**config.mk**
```make
export PLATFORM = sky130hd
export DESIGN_NAME = masked_aes_byte_core
export DESIGN_NICKNAME = d
export VERILOG_FILES = /design/src/rtl/maes_pkg.sv /design/src/rtl/maes_sbox_masked.sv /design/src/rtl/maes_mixcol.sv /design/src/rtl/maes_ctrl.sv /design/src/rtl/masked_aes_byte_core.sv
export SDC_FILE = /design/constraint.sdc
export NUM_CORES = 2
export LEC_CHECK = 0
export BUFFER_PORTS_ARGS = -buffer_cell sky130_fd_sc_hd__buf_2
export CAP_MARGIN = 20
export CORE_MARGIN = 4
export CORE_UTILIZATION = 30
export CTS_BUF_LIST = sky130_fd_sc_hd__clkbuf_4 sky130_fd_sc_hd__clkbuf_8
export DETAILED_ROUTE_END_ITERATION = 8
export HOLD_SLACK_MARGIN = 0.08
export PLACE_DENSITY = 0.58
export SYNTH_ARGS = -nofsm -noshare
export SYNTH_HDL_FRONTEND = slang
export SYNTH_SLANG_ARGS = --single-unit
```
**constraint.sdc**
```tcl
create_clock -name clk_i -period 30.1 [get_ports clk_i]
set_input_delay 0 -clock clk_i [delete_from_list [all_inputs] [get_ports clk_i]]
set_output_delay 0 -clock clk_i [all_outputs]
set_load 0.02 [all_outputs]
```
**src/rtl/maes_pkg.sv**
```systemverilog
package maes_pkg;

  typedef enum logic [2:0] {
    PH_IDLE, PH_SHIFT, PH_KEY, PH_SUB, PH_MIX, PH_FIN
  } phase_e;

  function automatic logic [7:0] xtime(input logic [7:0] a);
    return {a[6:0], 1'b0} ^ (a[7] ? 8'h1b : 8'h00);
  endfunction

  function automatic logic [7:0] gmul(input logic [7:0] a, input logic [7:0] b);
    logic [7:0] p;
    logic [7:0] x;
    p = 8'h00;
    x = a;
    for (int i = 0; i < 8; i++) begin
      if (b[i]) p = p ^ x;
      x = xtime(x);
    end
    return p;
  endfunction

  // x^254 by square-and-multiply; maps 0 to 0
  function automatic logic [7:0] ginv(input logic [7:0] a);
    logic [7:0] r;
    logic [7:0] e;
    r = 8'h01;
    e = 8'hfe;
    for (int i = 7; i >= 0; i--) begin
      r = gmul(r, r);
      if (e[i]) r = gmul(r, a);
    end
    return r;
  endfunction

  function automatic logic [7:0] rotl8(input logic [7:0] a, input int s);
    return (a << s) | (a >> (8 - s));
  endfunction

  function automatic logic [7:0] sbox(input logic [7:0] x);
    logic [7:0] v;
    v = ginv(x);
    return v ^ rotl8(v, 1) ^ rotl8(v, 2) ^ rotl8(v, 3) ^ rotl8(v, 4) ^ 8'h63;
  endfunction

  function automatic logic [3:0][7:0] mix(input logic [3:0][7:0] c);
    logic [3:0][7:0] o;
    for (int r = 0; r < 4; r++) begin
      o[r] = xtime(c[r]) ^ xtime(c[(r+1)%4]) ^ c[(r+1)%4] ^ c[(r+2)%4] ^ c[(r+3)%4];
    end
    return o;
  endfunction

endpackage

```
**src/rtl/maes_sbox_masked.sv**
```systemverilog
module maes_sbox_masked
  import maes_pkg::*;
(
  input  logic [7:0] in_i,
  input  logic [7:0] min_i,
  input  logic [7:0] mout_i,
  output logic [7:0] out_o
);
  // functional model: unmask, substitute, remask with the output mask
  assign out_o = sbox(in_i ^ min_i) ^ mout_i;
endmodule

```
**src/rtl/maes_mixcol.sv**
```systemverilog
module maes_mixcol
  import maes_pkg::*;
(
  input  logic            last_i,
  input  logic [3:0][7:0] sub_i,    // column bytes masked with mout
  input  logic [3:0][7:0] mout_i,
  input  logic [3:0][7:0] min_i,    // mask the column returns to
  input  logic [3:0][7:0] rkey_i,
  output logic [3:0][7:0] col_o
);
  logic [3:0][7:0] mixed_d;
  logic [3:0][7:0] mixed_m;

  assign mixed_d = mix(sub_i);
  assign mixed_m = mix(mout_i);

  always_comb begin
    for (int r = 0; r < 4; r++) begin
      if (last_i) col_o[r] = sub_i[r] ^ rkey_i[r];
      else        col_o[r] = mixed_d[r] ^ mixed_m[r] ^ min_i[r] ^ rkey_i[r];
    end
  end
endmodule

```
**src/rtl/maes_ctrl.sv**
```systemverilog
module maes_ctrl
  import maes_pkg::*;
#(
  parameter int NUM_ROUNDS = 10
) (
  input  logic       clk_i,
  input  logic       rst_ni,
  input  logic       start_i,
  output phase_e     phase_o,
  output logic [1:0] cnt_o,
  output logic [1:0] col_o,
  output logic       last_o,
  output logic [7:0] rcon_o,
  output logic       load_o,
  output logic       busy_o,
  output logic       done_o
);
  localparam int RND_W = $clog2(NUM_ROUNDS + 1);
  localparam logic [RND_W-1:0] RND_LAST = RND_W'(NUM_ROUNDS);

  phase_e           phase_q;
  logic [1:0]       cnt_q, col_q;
  logic [RND_W-1:0] rnd_q;
  logic [7:0]       rcon_q;
  logic             done_q;

  always_ff @(posedge clk_i or negedge rst_ni) begin
    if (!rst_ni) begin
      phase_q <= PH_IDLE;
      cnt_q   <= '0;
      col_q   <= '0;
      rnd_q   <= RND_W'(1);
      rcon_q  <= 8'h01;
      done_q  <= 1'b0;
    end else begin
      done_q <= 1'b0;
      unique case (phase_q)
        PH_IDLE: if (start_i) begin
          phase_q <= PH_SHIFT;
          rnd_q   <= RND_W'(1);
          rcon_q  <= 8'h01;
          cnt_q   <= '0;
          col_q   <= '0;
        end
        PH_SHIFT: begin
          phase_q <= PH_KEY;
          cnt_q   <= '0;
        end
        PH_KEY: begin
          cnt_q <= cnt_q + 2'd1;
          if (cnt_q == 2'd3) begin
            phase_q <= PH_SUB;
            col_q   <= '0;
          end
        end
        PH_SUB: begin
          cnt_q <= cnt_q + 2'd1;
          if (cnt_q == 2'd3) phase_q <= PH_MIX;
        end
        PH_MIX: begin
          cnt_q <= '0;
          if (col_q == 2'd3) begin
            col_q <= '0;
            if (rnd_q == RND_LAST) phase_q <= PH_FIN;
            else begin
              phase_q <= PH_SHIFT;
              rnd_q   <= rnd_q + RND_W'(1);
              rcon_q  <= xtime(rcon_q);
            end
          end else begin
            col_q   <= col_q + 2'd1;
            phase_q <= PH_SUB;
          end
        end
        PH_FIN: begin
          phase_q <= PH_IDLE;
          done_q  <= 1'b1;
        end
        default: phase_q <= PH_IDLE;
      endcase
    end
  end

  assign phase_o = phase_q;
  assign cnt_o   = cnt_q;
  assign col_o   = col_q;
  assign last_o  = (rnd_q == RND_LAST);
  assign rcon_o  = rcon_q;
  assign load_o  = (phase_q == PH_IDLE) && start_i;
  assign busy_o  = (phase_q != PH_IDLE);
  assign done_o  = done_q;

  assert_done_pulse_R4: assert property (@(posedge clk_i) disable iff (!rst_ni)
    done_q |=> !done_q);

  assert_start_ignored_R5: assert property (@(posedge clk_i) disable iff (!rst_ni)
    (phase_q != PH_IDLE && phase_q != PH_FIN && start_i) |=> (phase_q != PH_IDLE));

  assert_key_then_sub_R6: assert property (@(posedge clk_i) disable iff (!rst_ni)
    (phase_q == PH_SUB && cnt_q == 2'd0) |->
      ($past(phase_q) == PH_KEY || $past(phase_q) == PH_MIX));

  assert_shift_then_key_R6: assert property (@(posedge clk_i) disable iff (!rst_ni)
    (phase_q == PH_SHIFT) |=> (phase_q == PH_KEY && cnt_q == 2'd0));

endmodule

```
**src/rtl/masked_aes_byte_core.sv**
```systemverilog
module masked_aes_byte_core
  import maes_pkg::*;
#(
  parameter int NUM_ROUNDS = 10
) (
  input  logic         clk_i,
  input  logic         rst_ni,
  input  logic         start_i,
  input  logic [127:0] plain_i,
  input  logic [127:0] key_i,
  input  logic [127:0] mask_in_i,
  input  logic [127:0] mask_out_i,
  output logic [127:0] cipher_o,
  output logic         busy_o,
  output logic         done_o
);
  localparam int NB = 16;

  phase_e     phase;
  logic [1:0] cnt, col;
  logic       last, load;
  logic [7:0] rcon;

  maes_ctrl #(.NUM_ROUNDS(NUM_ROUNDS)) u_ctrl (
    .clk_i   (clk_i),
    .rst_ni  (rst_ni),
    .start_i (start_i),
    .phase_o (phase),
    .cnt_o   (cnt),
    .col_o   (col),
    .last_o  (last),
    .rcon_o  (rcon),
    .load_o  (load),
    .busy_o  (busy_o),
    .done_o  (done_o)
  );

  logic [7:0]   st_q  [NB];  // masked state, rotates during SubBytes
  logic [7:0]   mk_q  [NB];  // input-side mask, moves with the state
  logic [7:0]   nm_q  [NB];  // output-side mask, fixed per byte position
  logic [7:0]   key_q [NB];  // round key, unmasked
  logic [3:0][7:0] tw_q;     // S-box results for key word 0
  logic [3:0][7:0] cb_q;     // substituted column
  logic [127:0] ct_q;

  // shared S-box
  logic [7:0] sb_in, sb_min, sb_mout, sb_out;
  always_comb begin
    if (phase == PH_KEY) begin
      sb_in   = key_q[12 + ((int'(cnt) + 1) % 4)];
      sb_min  = 8'h00;
      sb_mout = 8'h00;
    end else begin
      sb_in   = st_q[0];
      sb_min  = mk_q[0];
      sb_mout = nm_q[{col, cnt}];
    end
  end

  maes_sbox_masked u_sbox (
    .in_i   (sb_in),
    .min_i  (sb_min),
    .mout_i (sb_mout),
    .out_o  (sb_out)
  );

  // next round-key word for the current column
  logic [3:0][7:0] kw_new;
  always_comb begin
    for (int r = 0; r < 4; r++) begin
      if (col == 2'd0)
        kw_new[r] = key_q[r] ^ tw_q[r] ^ ((r == 0) ? rcon : 8'h00);
      else
        kw_new[r] = key_q[4*(int'(col)-1)+r] ^ key_q[4*int'(col)+r];
    end
  end

  logic [3:0][7:0] col_m, col_n, col_out;
  always_comb begin
    for (int r = 0; r < 4; r++) begin
      col_m[r] = mk_q[12+r];
      col_n[r] = nm_q[4*int'(col)+r];
    end
  end

  maes_mixcol u_mix (
    .last_i (last),
    .sub_i  (cb_q),
    .mout_i (col_n),
    .min_i  (col_m),
    .rkey_i (kw_new),
    .col_o  (col_out)
  );

  always_ff @(posedge clk_i or negedge rst_ni) begin
    if (!rst_ni) begin
      for (int i = 0; i < NB; i++) begin
        st_q[i]  <= 8'h00;
        mk_q[i]  <= 8'h00;
        nm_q[i]  <= 8'h00;
        key_q[i] <= 8'h00;
      end
      tw_q <= '0;
      cb_q <= '0;
      ct_q <= '0;
    end else if (load) begin
      for (int i = 0; i < NB; i++) begin
        st_q[i]  <= plain_i[127-8*i -: 8] ^ mask_in_i[127-8*i -: 8] ^ key_i[127-8*i -: 8];
        mk_q[i]  <= mask_in_i[127-8*i -: 8];
        nm_q[i]  <= mask_out_i[127-8*i -: 8];
        key_q[i] <= key_i[127-8*i -: 8];
      end
    end else begin
      unique case (phase)
        PH_SHIFT: begin
          for (int c = 0; c < 4; c++) begin
            for (int r = 0; r < 4; r++) begin
              st_q[4*c+r] <= st_q[4*((c+r)%4)+r];
              mk_q[4*c+r] <= mk_q[4*((c+r)%4)+r];
            end
          end
        end
        PH_KEY: tw_q[cnt] <= sb_out;
        PH_SUB: begin
          for (int i = 0; i < NB-1; i++) begin
            st_q[i] <= st_q[i+1];
            mk_q[i] <= mk_q[i+1];
          end
          st_q[NB-1] <= st_q[0];
          mk_q[NB-1] <= mk_q[0];
          cb_q[cnt]  <= sb_out;
        end
        PH_MIX: begin
          for (int r = 0; r < 4; r++) begin
            st_q[12+r]             <= col_out[r];
            key_q[4*int'(col)+r]   <= kw_new[r];
          end
        end
        PH_FIN: begin
          for (int i = 0; i < NB; i++) ct_q[127-8*i -: 8] <= st_q[i] ^ nm_q[i];
        end
        default: ;
      endcase
    end
  end

  assign cipher_o = ct_q;

  assert_ct_hold_R7: assert property (@(posedge clk_i) disable iff (!rst_ni)
    !done_o |-> $stable(cipher_o));

  assert_key_unmasked_R6: assert property (@(posedge clk_i) disable iff (!rst_ni)
    (phase == PH_KEY) |-> (sb_min == 8'h00 && sb_mout == 8'h00));

endmodule

```
==> out/qor.log <==
INFO  worst_setup_path crit_end=tw_q[18]$_DFFE_PN0P_
INFO  synth          synth_top_family_by_area=XOR/XNOR gates
INFO  global_routing grt_pass1_wl=407mm
INFO  drt            first_pass_iters=7
INFO  synth          synth_commonest_cells=sky130_fd_sc_hd__nand2_1 (1312), sky130_fd_sc_hd__xnor2_1 (893), sky130_fd_sc_hd__dfrtp_1 (722)
INFO  global_routing gr-max-usage-layer=met2
INFO  synth          ys.warnings.count=0
INFO  cts            h-tree-depth=4
INFO  timing         worst_slew_margin_rel=13.2%
INFO  timing         report.final.hold_viol_count=0
INFO  layout         final_layout_size_suffix_gt1_share=16.7%
INFO  layout         post_layout_net_count=8061
INFO  synth          yosys.cell_count.top_type=sky130_fd_sc_hd__nand2_1
INFO  synth          synth_sequential_area_ratio=32.6%
INFO  global_routing number_of_antenna_violations_at_the_first_check_in_global_routing=56
INFO  drt            ant_nets=0
INFO  global_routing grt-ovfl-total=0
INFO  worst_setup_path cp-end-kind=flip-flop
INFO  timing         final_max_slew_viol_count=0
INFO  die            die_w=438um
INFO  global_routing grtUsageMet3=6.54%
INFO  placed_design  place_inst=8968
INFO  timing         final.setup.tns=0ps
INFO  timing         min_period=28040ps
INFO  synth          async_flop_share=100%
INFO  synth          synthDistinctLibCells=103
INFO  cts            cts_tree=done
INFO  worst_setup_path worst-endpoint-required=30800ps
INFO  drt            route.detailed.vias_per_inst=5.57
INFO  worst_setup_path startpoint_types=flip-flop
INFO  timing         period_share=93.1%
INFO  synth          synthesis.instances=6212
INFO  worst_setup_path worst_path_largest_cell_delay=1010ps
INFO  cts            cts.root.buffer_cell=sky130_fd_sc_hd__clkbuf_8
INFO  worst_setup_path worst_ep_arrival_time=28730ps
INFO  flow_run       timing.max_cap.violations=0
INFO  synth          number_of_synthesized_flops_with_an_enable_pin=0
INFO  worst_hold_path hp_class=input port to flip-flop
INFO  synth          synth_area_leaders=sky130_fd_sc_hd__dfrtp_1 (33%), sky130_fd_sc_hd__xnor2_1 (14%), sky130_fd_sc_hd__nand2_1 (8.9%)
INFO  worst_setup_path worst_r2r_start=u_ctrl.cnt_o[0]$_DFFE_PN0P_
INFO  synth          synth_compound_area_share=16.6%
INFO  cts            max-clock-path-buffers=3
INFO  timing         max_freq=35.7MHz
INFO  layout         fillerInstances=18251
INFO  power_and_ir_drop vdd_drop_max=0.0380mV
INFO  worst_hold_path hold_path_depth=4
INFO  synth          post_synth_and_or_nand_nor_area_fraction=13.5%
INFO  synth          post_synth.cell_area_avg=8.93um^2
INFO  global_routing groute.layer.met1.usage=36.0%
INFO  timing         number_of_failing_setup_endpoints_in_the_final_timing_report=0
INFO  worst_setup_path critPathSlowestCell=sky130_fd_sc_hd__dfrtp_4
INFO  synth          synth.area.mux_share=7.91%
INFO  cts            cts_inserted_buffers=133
INFO  power_and_ir_drop power.static_leakage=31.1nW
INFO  worst_setup_path worstReg2RegEnd=tw_q[18]$_DFFE_PN0P_
INFO  status         status=complete, no violations
INFO  power_and_ir_drop net_switching_power=0.000612W
INFO  timing         clock_skew=52.6ps
INFO  die            floorplan.die.height=438um
INFO  cts            clk_transition_reported_paths=60ps
INFO  worst_setup_path timing.reg2reg.setup_slack=2060ps
INFO  global_routing grt_max_degree=223
INFO  power_and_ir_drop power_per_cell_area=31.2nW/um^2
INFO  worst_setup_path cp_max_fo=48
INFO  power_and_ir_drop swShare=27.0%
INFO  cts            cts.sink_count=724
INFO  synth          synth_xor_area_share=25.5%
INFO  power_and_ir_drop power.combinational.fraction=12.2%
INFO  drt            routedWlPerCell=28.6um
INFO  synth          synth_area=55500um^2
INFO  drt            route.detailed.drc=0
INFO  drt            vias=56331
INFO  worst_setup_path reg2reg_depth=81
INFO  global_routing number_of_global_route_vias_before_repair=54773
INFO  worst_setup_path worstSetupStartpoint=u_ctrl.cnt_o[0]$_DFFE_PN0P_
INFO  layout         finalNonFillerCells=10115
INFO  drt            route.final.wire_length=289mm
INFO  global_routing global_route.usage.total=29.2%
INFO  placed_design  detailed_place_hpwl=214mm
INFO  synth          syn-num-nets=6744
INFO  synth          synth_seq_cells=724
INFO  placed_design  gp_congestion=1.02
INFO  synth          yosys.area.top_type_share=32.6%
INFO  layout         areaGrowthSynthToFinish=30.8%
INFO  die            design.die.area=192000um^2
INFO  die            initial_util=30.2%
INFO  synth          netlist.top_cell.by_area=sky130_fd_sc_hd__dfrtp_1
INFO  worst_setup_path path_common_cell=sky130_fd_sc_hd__xnor2_1
INFO  die            fp-row-count=157
INFO  power_and_ir_drop clock_network_fraction_of_design_power=44.9%
INFO  synth          synth_ff_type=sky130_fd_sc_hd__dfrtp_1
INFO  layout         ff_latch_area=18100um^2
INFO  timing         rsz0062_at_grt=false
INFO  cts            clock_insertion_delay_at_the_later_pin_of_the_skew_report=870ps
INFO  die            io-pin-count=645
INFO  power_and_ir_drop seqPwrFrac=42.9%
INFO  layout         multi_input_combinational_cell_area=35600um^2
INFO  synth          synth_fa_ha_area_share=0.383%
INFO  die            core_area=183000um^2
INFO  power_and_ir_drop cell_internal_pwr=0.00165W
INFO  drt            drtIter0Drc=7303
INFO  timing         worst_pin_slew=1290ps
INFO  global_routing groute.layer.met2.usage=43.8%
INFO  placed_design  io_buffer_count=644
INFO  worst_setup_path crit_path_kind=flip-flop to flip-flop
worst min-delay path by stage:
stage	slack, ps	start	end
after CTS	80	key_i[16]	key_q[16]$_DFFE_PN0P_
after global placement	140	rst_ni	cipher_o[88]$_DFFE_PN0P_
final	100	mask_in_i[25]	col_m[1]$_DFFE_PN0P_
after global routing	100	key_i[9]	key_q[9]$_DFFE_PN0P_
after floorplan	-300	rst_ni	cb_q[0]$_DFFE_PN0P_
after detailed placement	150	rst_ni	cipher_o[88]$_DFFE_PN0P_
cell usage in the layout, fill, tap and decap left out, types with 29 or more instances in the layout:
cell type / synthesis / final
sky130_fd_sc_hd__nand3_1: 56 / 56
sky130_fd_sc_hd__nand2_1: 1312 / 1306
sky130_fd_sc_hd__xnor2_1: 893 / 893
sky130_fd_sc_hd__clkbuf_4: 0 / 50
sky130_fd_sc_hd__nor3_1: 39 / 39
sky130_fd_sc_hd__inv_1: 30 / 30
sky130_fd_sc_hd__xor2_1: 239 / 238
sky130_fd_sc_hd__xnor3_1: 99 / 99
sky130_fd_sc_hd__dlygate4sd3_1: 0 / 887
sky130_fd_sc_hd__buf_2: 31 / 644
sky130_fd_sc_hd__a31oi_1: 44 / 44
sky130_fd_sc_hd__diode_2: 0 / 30
sky130_fd_sc_hd__dfrtp_1: 722 / 719
sky130_fd_sc_hd__clkbuf_8: 0 / 158
sky130_fd_sc_hd__buf_4: 14 / 77
sky130_fd_sc_hd__mux4_2: 148 / 148
sky130_fd_sc_hd__xnor2_2: 31 / 31
sky130_fd_sc_hd__o211ai_1: 29 / 29
sky130_fd_sc_hd__o22ai_1: 40 / 40
sky130_fd_sc_hd__o21ai_0: 593 / 593
sky130_fd_sc_hd__a22oi_1: 252 / 252
sky130_fd_sc_hd__o21ai_1: 38 / 37
sky130_fd_sc_hd__a21oi_1: 399 / 396
sky130_fd_sc_hd__nor2_1: 370 / 366
sky130_fd_sc_hd__mux2i_1: 77 / 73
stage by stage:
step	utilization, %	power [W]	worst slack, ps	hold slack (ps)	area (um^2)
final	39.6	0.00227	2060	99.3	72600
after detailed placement	33.2	0.00116	2080	147	60800
after global routing	39.6	0.00232	62.4	104	72600
after floorplan	-	0.00103	5980	-296	55500
after CTS	39.5	0.00226	2020	80.1	72500
after global placement	33.1	0.00116	2680	144	60800
power groups by stage:
stage	combinational [W]	sequential [W]	clock, W
2_1_floorplan	0.0000395	0.000991	0
5_1_grt	0.000284	0.000973	0.00106
3_3_place_gp	0.000171	0.000991	0
4_1_cts	0.000269	0.000974	0.00102
3_5_place_dp	0.000171	0.000991	0
6_report	0.000276	0.000974	0.00102
kinds of logic after synthesis:
logic type / Yosys count
AND/OR/NAND/NOR: 1879
AO/OA/AOI/OAI: 1544
XOR/XNOR: 1327
flip-flops: 724
buffers and inverters: 473
multiplexers: 248
adder cells (fa/ha/maj): 17
worst max-delay path: cells and delay by family (launching register included):
family | cells | cell delay [ps]
buffers and inverters | 6 | 1770
adder cells (fa/ha/maj) | 8 | 4000
XOR/XNOR | 42 | 16220
AO/OA/AOI/OAI | 10 | 1890
AND/OR/NAND/NOR | 10 | 1480
flip-flops | 1 | 1010
multiplexers | 5 | 1380
layout make-up:
cell class / count / area share [%]
inverter: 39 / 0.202
sequential: 724 / 25.0
multi-input combinational: 5015 / 49.0
tap: 2464 / 4.25
timing repair buffer: 1616 / 17.7
antenna: 30 / 0.103
clock buffer: 208 / 3.51
clock inverter: 19 / 0.264
metal layers:
metal	vias to the layer above	wire [um]
met5	-	54
met4	8	29100
met1	27648	107000
met2	3687	125000
met3	921	28300
li1	24067	-
sequential cells by signal (all words and copies together), names as in the netlist, 2 cells and up:
name            count
cipher_o          128
st_q              128
u_ctrl.rnd_q        4
u_ctrl.col_o        2
key_q             128
u_ctrl.phase_o      3
nm_q              128
mk_q               96
u_ctrl.cnt_o        2
tw_q               32
cb_q               32
u_ctrl.rcon_o       8
col_m              32
repair_timing:
action / 4_1_cts / 5_1_grt
gates resized for setup: 0 / 1
hold buffers: 888 / 0
hold endpoints to repair: 693 / 0
buffers inserted: 0 / 0
setup endpoints to repair: 0 / 20
(Power assumes the default switching activity.)
